==> src/rtl/mc16_pkg.sv <==
package mc16_pkg;

   typedef enum logic [2:0] {
      OP_RTYPE = 3'd0, OP_LOAD = 3'd1, OP_STORE = 3'd2, OP_BEQ  = 3'd3,
      OP_ADDI  = 3'd4, OP_JUMP = 3'd5, OP_NOP   = 3'd6, OP_HALT = 3'd7
   } opcode_e;

   typedef enum logic [2:0] {
      ALU_ADD = 3'd0, ALU_SUB = 3'd1, ALU_AND = 3'd2, ALU_OR = 3'd3, ALU_SLT = 3'd4
   } alu_op_e;

   typedef enum logic [1:0] {
      SRCB_ONE, SRCB_REG, SRCB_IMM
   } srcb_e;

   typedef enum logic [3:0] {
      ST_FETCH, ST_DECODE, ST_EXEC_R, ST_EXEC_ADDI, ST_EXEC_BEQ,
      ST_EXEC_JUMP, ST_ADDR, ST_MEM_LD, ST_MEM_ST, ST_HALT
   } state_e;

   typedef struct packed {
      logic    ir_ld;
      logic    ab_ld;
      logic    tgt_ld;
      logic    mar_ld;
      logic    pc_inc;
      logic    pc_br;
      logic    pc_jmp;
      logic    rf_we;
      logic    rf_to_rd;
      logic    rf_from_mem;
      logic    mem_rd;
      logic    mem_wr;
      logic    addr_mar;
      logic    a_is_pc;
      srcb_e   b_sel;
      alu_op_e alu_op;
      logic    halted;
   } ctl_t;

endpackage

==> src/rtl/mc16_alu.sv <==
module mc16_alu
   import mc16_pkg::*;
#(
   parameter int W          = 16,
   parameter bit SLT_SIGNED = 1'b1
) (
   input  alu_op_e        op,
   input  logic [W-1:0]   a,
   input  logic [W-1:0]   b,
   output logic [W-1:0]   y,
   output logic           zero
);
   logic lt;

   generate
      if (SLT_SIGNED) begin : g_lt_signed
         assign lt = $signed(a) < $signed(b);
      end else begin : g_lt_unsigned
         assign lt = a < b;
      end
   endgenerate

   always_comb begin
      case (op)
         ALU_SUB: y = a - b;
         ALU_AND: y = a & b;
         ALU_OR:  y = a | b;
         ALU_SLT: y = {{(W-1){1'b0}}, lt};
         default: y = a + b;
      endcase
   end

   assign zero = (y == '0);
endmodule

==> src/rtl/mc16_regfile.sv <==
module mc16_regfile #(
   parameter int W     = 16,
   parameter int NREGS = 8,
   localparam int AW   = $clog2(NREGS)
) (
   input  logic          clk,
   input  logic          rst_n,
   input  logic [AW-1:0] ra_addr,
   input  logic [AW-1:0] rb_addr,
   output logic [W-1:0]  ra_data,
   output logic [W-1:0]  rb_data,
   input  logic          we,
   input  logic [AW-1:0] wa,
   input  logic [W-1:0]  wd
);
   logic [W-1:0] regs [NREGS];

   always_ff @(posedge clk or negedge rst_n) begin
      if (!rst_n) begin
         for (int i = 0; i < NREGS; i++) regs[i] <= '0;
      end else if (we) begin
         regs[wa] <= wd;
      end
   end

   assign ra_data = regs[ra_addr];
   assign rb_data = regs[rb_addr];
endmodule

==> src/rtl/mc16_ctrl.sv <==
module mc16_ctrl
   import mc16_pkg::*;
(
   input  logic       clk,
   input  logic       rst_n,
   input  opcode_e    opcode,
   input  logic [3:0] funct,
   input  logic       alu_zero,
   output state_e     state,
   output ctl_t       ctl
);
   state_e nxt;

   always_ff @(posedge clk or negedge rst_n) begin
      if (!rst_n) state <= ST_FETCH;
      else        state <= nxt;
   end

   always_comb begin
      nxt = ST_FETCH;
      case (state)
         ST_FETCH:  nxt = ST_DECODE;
         ST_DECODE: begin
            case (opcode)
               OP_RTYPE: nxt = (funct <= 4'd4) ? ST_EXEC_R : ST_FETCH;
               OP_LOAD,
               OP_STORE: nxt = ST_ADDR;
               OP_BEQ:   nxt = ST_EXEC_BEQ;
               OP_ADDI:  nxt = ST_EXEC_ADDI;
               OP_JUMP:  nxt = ST_EXEC_JUMP;
               OP_HALT:  nxt = ST_HALT;
               default:  nxt = ST_FETCH;
            endcase
         end
         ST_ADDR:   nxt = (opcode == OP_LOAD) ? ST_MEM_LD : ST_MEM_ST;
         ST_HALT:   nxt = ST_HALT;
         default:   nxt = ST_FETCH;
      endcase
   end

   always_comb begin
      ctl        = '0;
      ctl.b_sel  = SRCB_REG;
      ctl.alu_op = ALU_ADD;
      case (state)
         ST_FETCH: begin
            ctl.mem_rd  = 1'b1;
            ctl.ir_ld   = 1'b1;
            ctl.a_is_pc = 1'b1;
            ctl.b_sel   = SRCB_ONE;
            ctl.pc_inc  = 1'b1;
         end
         ST_DECODE: begin
            ctl.ab_ld   = 1'b1;
            ctl.tgt_ld  = 1'b1;
            ctl.a_is_pc = 1'b1;
            ctl.b_sel   = SRCB_IMM;
         end
         ST_EXEC_R: begin
            ctl.alu_op   = alu_op_e'(funct[2:0]);
            ctl.rf_we    = 1'b1;
            ctl.rf_to_rd = 1'b1;
         end
         ST_EXEC_ADDI: begin
            ctl.b_sel = SRCB_IMM;
            ctl.rf_we = 1'b1;
         end
         ST_EXEC_BEQ: begin
            ctl.alu_op = ALU_SUB;
            ctl.pc_br  = alu_zero;
         end
         ST_EXEC_JUMP: ctl.pc_jmp = 1'b1;
         ST_ADDR: begin
            ctl.b_sel  = SRCB_IMM;
            ctl.mar_ld = 1'b1;
         end
         ST_MEM_LD: begin
            ctl.addr_mar    = 1'b1;
            ctl.mem_rd      = 1'b1;
            ctl.rf_we       = 1'b1;
            ctl.rf_from_mem = 1'b1;
         end
         ST_MEM_ST: begin
            ctl.addr_mar = 1'b1;
            ctl.mem_wr   = 1'b1;
         end
         ST_HALT: ctl.halted = 1'b1;
         default: ;
      endcase
   end
endmodule

==> src/rtl/mc16_core.sv <==
module mc16_core
   import mc16_pkg::*;
#(
   parameter int W          = 16,
   parameter int NREGS      = 8,
   parameter bit SLT_SIGNED = 1'b1,
   localparam int RAW       = $clog2(NREGS),
   localparam int IMM_W     = 7,
   localparam int TGT_W     = 13
) (
   input  logic         clk,
   input  logic         rst_n,
   output logic [W-1:0] mem_addr,
   output logic         mem_rd,
   output logic         mem_wr,
   output logic [W-1:0] mem_wdata,
   input  logic [W-1:0] mem_rdata,
   output logic         halted
);
   generate
      if (W != 16) begin : g_bad_width
         $error("mc16_core: the instruction encoding requires W == 16");
      end
      if (NREGS != 8) begin : g_bad_regs
         $error("mc16_core: register fields are 3 bits, NREGS must be 8");
      end
   endgenerate

   state_e state_q;
   ctl_t   ctl;

   logic [W-1:0] ir_q, pc_q, a_q, b_q, tgt_q, mar_q;
   logic [W-1:0] imm, alu_a, alu_b, alu_y, rf_a, rf_b, rf_wd;
   logic [RAW-1:0] rf_wa;
   logic alu_zero;

   assign imm = {{(W-IMM_W){ir_q[IMM_W-1]}}, ir_q[IMM_W-1:0]};

   mc16_ctrl u_ctrl (
      .clk      (clk),
      .rst_n    (rst_n),
      .opcode   (opcode_e'(ir_q[15:13])),
      .funct    (ir_q[3:0]),
      .alu_zero (alu_zero),
      .state    (state_q),
      .ctl      (ctl)
   );

   assign alu_a = ctl.a_is_pc ? pc_q : a_q;
   always_comb begin
      case (ctl.b_sel)
         SRCB_ONE: alu_b = {{(W-1){1'b0}}, 1'b1};
         SRCB_IMM: alu_b = imm;
         default:  alu_b = b_q;
      endcase
   end

   mc16_alu #(.W(W), .SLT_SIGNED(SLT_SIGNED)) u_alu (
      .op   (ctl.alu_op),
      .a    (alu_a),
      .b    (alu_b),
      .y    (alu_y),
      .zero (alu_zero)
   );

   assign rf_wa = ctl.rf_to_rd ? ir_q[6:4] : ir_q[9:7];
   assign rf_wd = ctl.rf_from_mem ? mem_rdata : alu_y;

   mc16_regfile #(.W(W), .NREGS(NREGS)) u_rf (
      .clk     (clk),
      .rst_n   (rst_n),
      .ra_addr (ir_q[12:10]),
      .rb_addr (ir_q[9:7]),
      .ra_data (rf_a),
      .rb_data (rf_b),
      .we      (ctl.rf_we),
      .wa      (rf_wa),
      .wd      (rf_wd)
   );

   always_ff @(posedge clk or negedge rst_n) begin
      if (!rst_n) begin
         ir_q  <= '0;
         pc_q  <= '0;
         a_q   <= '0;
         b_q   <= '0;
         tgt_q <= '0;
         mar_q <= '0;
      end else begin
         if (ctl.ir_ld)  ir_q  <= mem_rdata;
         if (ctl.ab_ld)  begin a_q <= rf_a; b_q <= rf_b; end
         if (ctl.tgt_ld) tgt_q <= alu_y;
         if (ctl.mar_ld) mar_q <= alu_y;
         if (ctl.pc_inc)      pc_q <= alu_y;
         else if (ctl.pc_br)  pc_q <= tgt_q;
         else if (ctl.pc_jmp) pc_q <= {{(W-TGT_W){1'b0}}, ir_q[TGT_W-1:0]};
      end
   end

   assign mem_addr  = ctl.addr_mar ? mar_q : pc_q;
   assign mem_rd    = ctl.mem_rd;
   assign mem_wr    = ctl.mem_wr;
   assign mem_wdata = b_q;
   assign halted    = ctl.halted;
endmodule

==> config.mk <==
export PLATFORM = sky130hd
export DESIGN_NAME = mc16_core
export DESIGN_NICKNAME = d
export VERILOG_FILES = /design/src/rtl/mc16_pkg.sv /design/src/rtl/mc16_alu.sv /design/src/rtl/mc16_regfile.sv /design/src/rtl/mc16_ctrl.sv /design/src/rtl/mc16_core.sv
export SDC_FILE = /design/constraint.sdc
export NUM_CORES = 1
export LEC_CHECK = 0
export BUFFER_PORTS_ARGS = -buffer_cell sky130_fd_sc_hd__buf_4
export CAP_MARGIN = 10
export CORE_AREA = 4 4 193 270
export CTS_BUF_LIST = sky130_fd_sc_hd__clkbuf_2
export DETAILED_ROUTE_END_ITERATION = 6
export DIE_AREA = 0 0 197 274
export PLACE_DENSITY = 0.5
export SETUP_SLACK_MARGIN = 0.2
export SLEW_MARGIN = 20
export SYNTH_ARGS = -nofsm -noshare
export SYNTH_HDL_FRONTEND = slang
export SYNTH_HIERARCHICAL = 1
export SYNTH_SLANG_ARGS = --single-unit
==> constraint.sdc <==
create_clock -name clk -period 5.2 [get_ports clk]
set_input_delay 0 -clock clk [delete_from_list [all_inputs] [get_ports clk]]
set_output_delay 0 -clock clk [all_outputs]
set_load 0.005 [all_outputs]
==> out/results.ini <==
[run_status]
status=finished clean

[clock_network]
cts_made_buffers=51
cts_tree=yes
cts_root_buffer=clkbuf_2
htree_levels=2
clkLatencyLatePin_ns=0.83
cts_num_sinks=228
clk_pin_slew_worst_paths_ns=0.12
clockBufferDepth=3

[setup_path]
worst_ep_required_time_ns=5.85
cp-end-kind=flip-flop
cp_max_fo=7
cp-start-kind=flip-flop
critPathKind=flip-flop to flip-flop
cpPeakStageDelay_ns=0.44
worst_path_max_delay_cell=dfrtp_1
worst-endpoint-arrival_ns=5.60
crit_top_cell=buf_6

[floorplan]
initial_utilization_pct=29.8
ios=53
dieArea_um2=54000
num_rows=97
fp.dieH_um=274
core_region_area_um2=49800
die_w_um=197

[sta]
setup_viol=0
slew-limit-headroom_pct=25.4
hold_violations=0
worstMarginPinSlew_ns=1.12
drv_slew=0
rsz0062_at_grt=true
skew_ns=0.0648
finalCritPeriodShare_pct=95.2
max_freq_mhz=202
period_minus_slack_ns=4.95

[final_layout]
finalNetCount=1398
areaGrowthSynthToFinish_pct=17.0
fin_util_pct=34.8
drive_above_1_share_pct=46.3
final_area_um2=17300

[synth]
yosysTopAreaCellShare_pct=38.5
syn_inst=1179
synth_area_um2=14800
synth_ff_type=dfrtp_1
synth_edf_count=0
ys_ff_latch=228
synth_area_leader_cell=dfrtp_1
ys_seq_area_share_pct=38.5
avgSynthCellArea_um2=12.6
synth.area.top_cells=dfrtp_1 (39%), mux2_2 (22%), mux4_1 (9.9%)
synth.distinct_cells=89
async_reset_ff_share_pct=100
syn-num-nets=1247
yosysWarnings=6

[place]
port_buffers=52
hpwl_um=31200
place_area_um2=16200
routabilityCongestion=0.911

[route]
met2_wirelength_um=23800
highest_layer=met4
wl_per_cell_um=22.1
wl_met3_um=1330
detail_route.wirelength_um=44200
drt-vias-per-instance=5.30
route.vias.total=10585
drt-initial-drc-count=406
firstDrtPassIters=4
drc=0
wl_met1_um=17000
drtAntennaViolNets=0

[global_route]
grt_pass1_vias=11120
grt.overflow.total=0
antenna_found_initial=1
track_usage_pct=16.0
grt_max_degree=100
grt_pass1_wl_um=67100

[flow_run]
cap_violations=0

[worst_hold_path]
hold_class=primary input to flip-flop

==> per-layer routing <==
layer,up-vias,track usage [%]
li1,4807,-
met1,5428,17.9
met2,243,30.7
met3,107,1.50
met4,0,6.44
met5,-,0
==> stage by stage <==
step / TNS [ns] / std cells / hold slack (ns) / worst slack (ns)
after floorplan: 0 / 1179 / -0.296 / 0.228
after global placement: -2.49 / 1873 / 0.102 / -0.188
after detailed placement: -1.87 / 1873 / 0.112 / -0.153
after CTS: 0 / 1983 / 0.135 / 0.213
after global routing: 0 / 1996 / 0.175 / 0.0248
final: 0 / 1996 / 0.235 / 0.249
==> final cells by class <==
cell class                 count  area [um^2]
sequential                   228         5710
fill                        4983        32400
inverter                      56          213
clock buffer                  63          315
multi-input combinational    808         8620
tap                          643          805
clock inverter                12         50.0
antenna                        1         2.50
timing repair buffer         185         1620
==> path summary, 6_finish.rpt <==
check | cells past startpoint | slack (ns) | endpoint | startpoint
worst min-delay path | 4 | 0.24 | u_rf/regs[101] | mem_rdata[5]
min in group asynchronous | 4 | 0.38 | mar_q[12] | rst_n
max in group asynchronous | 4 | 3.97 | u_ctrl/state[0] | rst_n
worst min register to register | 1 | 0.51 | mar_q[9] | mar_q[9]
worst max-delay path | 25 | 0.25 | pc_q[2] | u_ctrl/state[2]
worst max register to register | 25 | 0.25 | pc_q[2] | u_ctrl/state[2]
==> cell usage after synthesis (9+ instances only) <==
library cell,n
buf_6,16
a21oi_2,12
buf_4,17
nor3_1,15
o211ai_1,13
mux2_2,291
a22oi_1,16
o21ai_0,24
and3b_1,11
nor2b_1,13
dfrtp_1,228
nand2b_1,10
o31ai_1,9
nor2_1,28
a21oi_1,38
mux4_1,56
buf_2,26
clkbuf_1,16
nand3_1,10
ha_1,48
o21ai_2,10
nand2_1,47
inv_1,55
==> worst max-delay path: cells and delay by family (launching register included) <==
kind                       cells  cell delay (ns)
buffers and inverters          6             0.78
adders and majority gates      1             0.25
and+or+nand+nor               13             2.47
AOI/OAI and AO/OA              5             0.87
DFF                            1             0.44
==> what timing repair did <==
| item | CTS | global route |
|---|---|---|
| buffers inserted | 0 | 10 |
| gates cloned | 0 | 2 |
| pin swaps | 1 | 12 |
| endpoints found under the setup margin | 16 | 16 |
| gates resized for setup | 9 | 59 |
| hold endpoints to repair | 248 | 0 |
| hold buffers | 35 | 0 |
==> cell families (layout without fill, tap and decap cells) <==
group / Yosys count / in the layout / share of synthesized area (%)
flip-flops: 228 / 228 / 38.5
AO/OA/AOI/OAI: 203 / 203 / 9.99
other: 0 / 1 / 0
XOR/XNOR: 3 / 3 / 0.228
multiplexers: 363 / 363 / 33.8
AND/OR/NAND/NOR: 189 / 189 / 7.76
buffers and inverters: 143 / 316 / 5.35
adder cells (fa/ha/maj): 50 / 50 / 4.33
==> placed cells by master, fill, tap and decap left out, drive strengths merged, types with 6 or more instances in the layout <==
cell type	instances
buf	150
mux4	64
a21oi	50
a21o	6
nand2	48
and3b	14
clkbuf	64
nor4b	6
nor3	17
mux2i	8
nor2b	13
nor2	28
o31ai	9
mux2	291
nor3b	8
dfrtp	228
nand3	10
o21ai	39
a211oi	6
dlygate4sd3	34
o211ai	13
ha	48
clkinv	11
inv	56
nand2b	10
a22oi	16
==> state kept, by name (all words and copies together) (netlist names) <==
register and cells:
a_q 16, ir_q 16, mar_q 16, mem_wdata 16, pc_q 16, tgt_q 16
u_ctrl/state 4, u_rf/regs 128
Power is not shown: default switching activity piles up to over one toggle a cycle in this logic, so the estimate is an artifact.
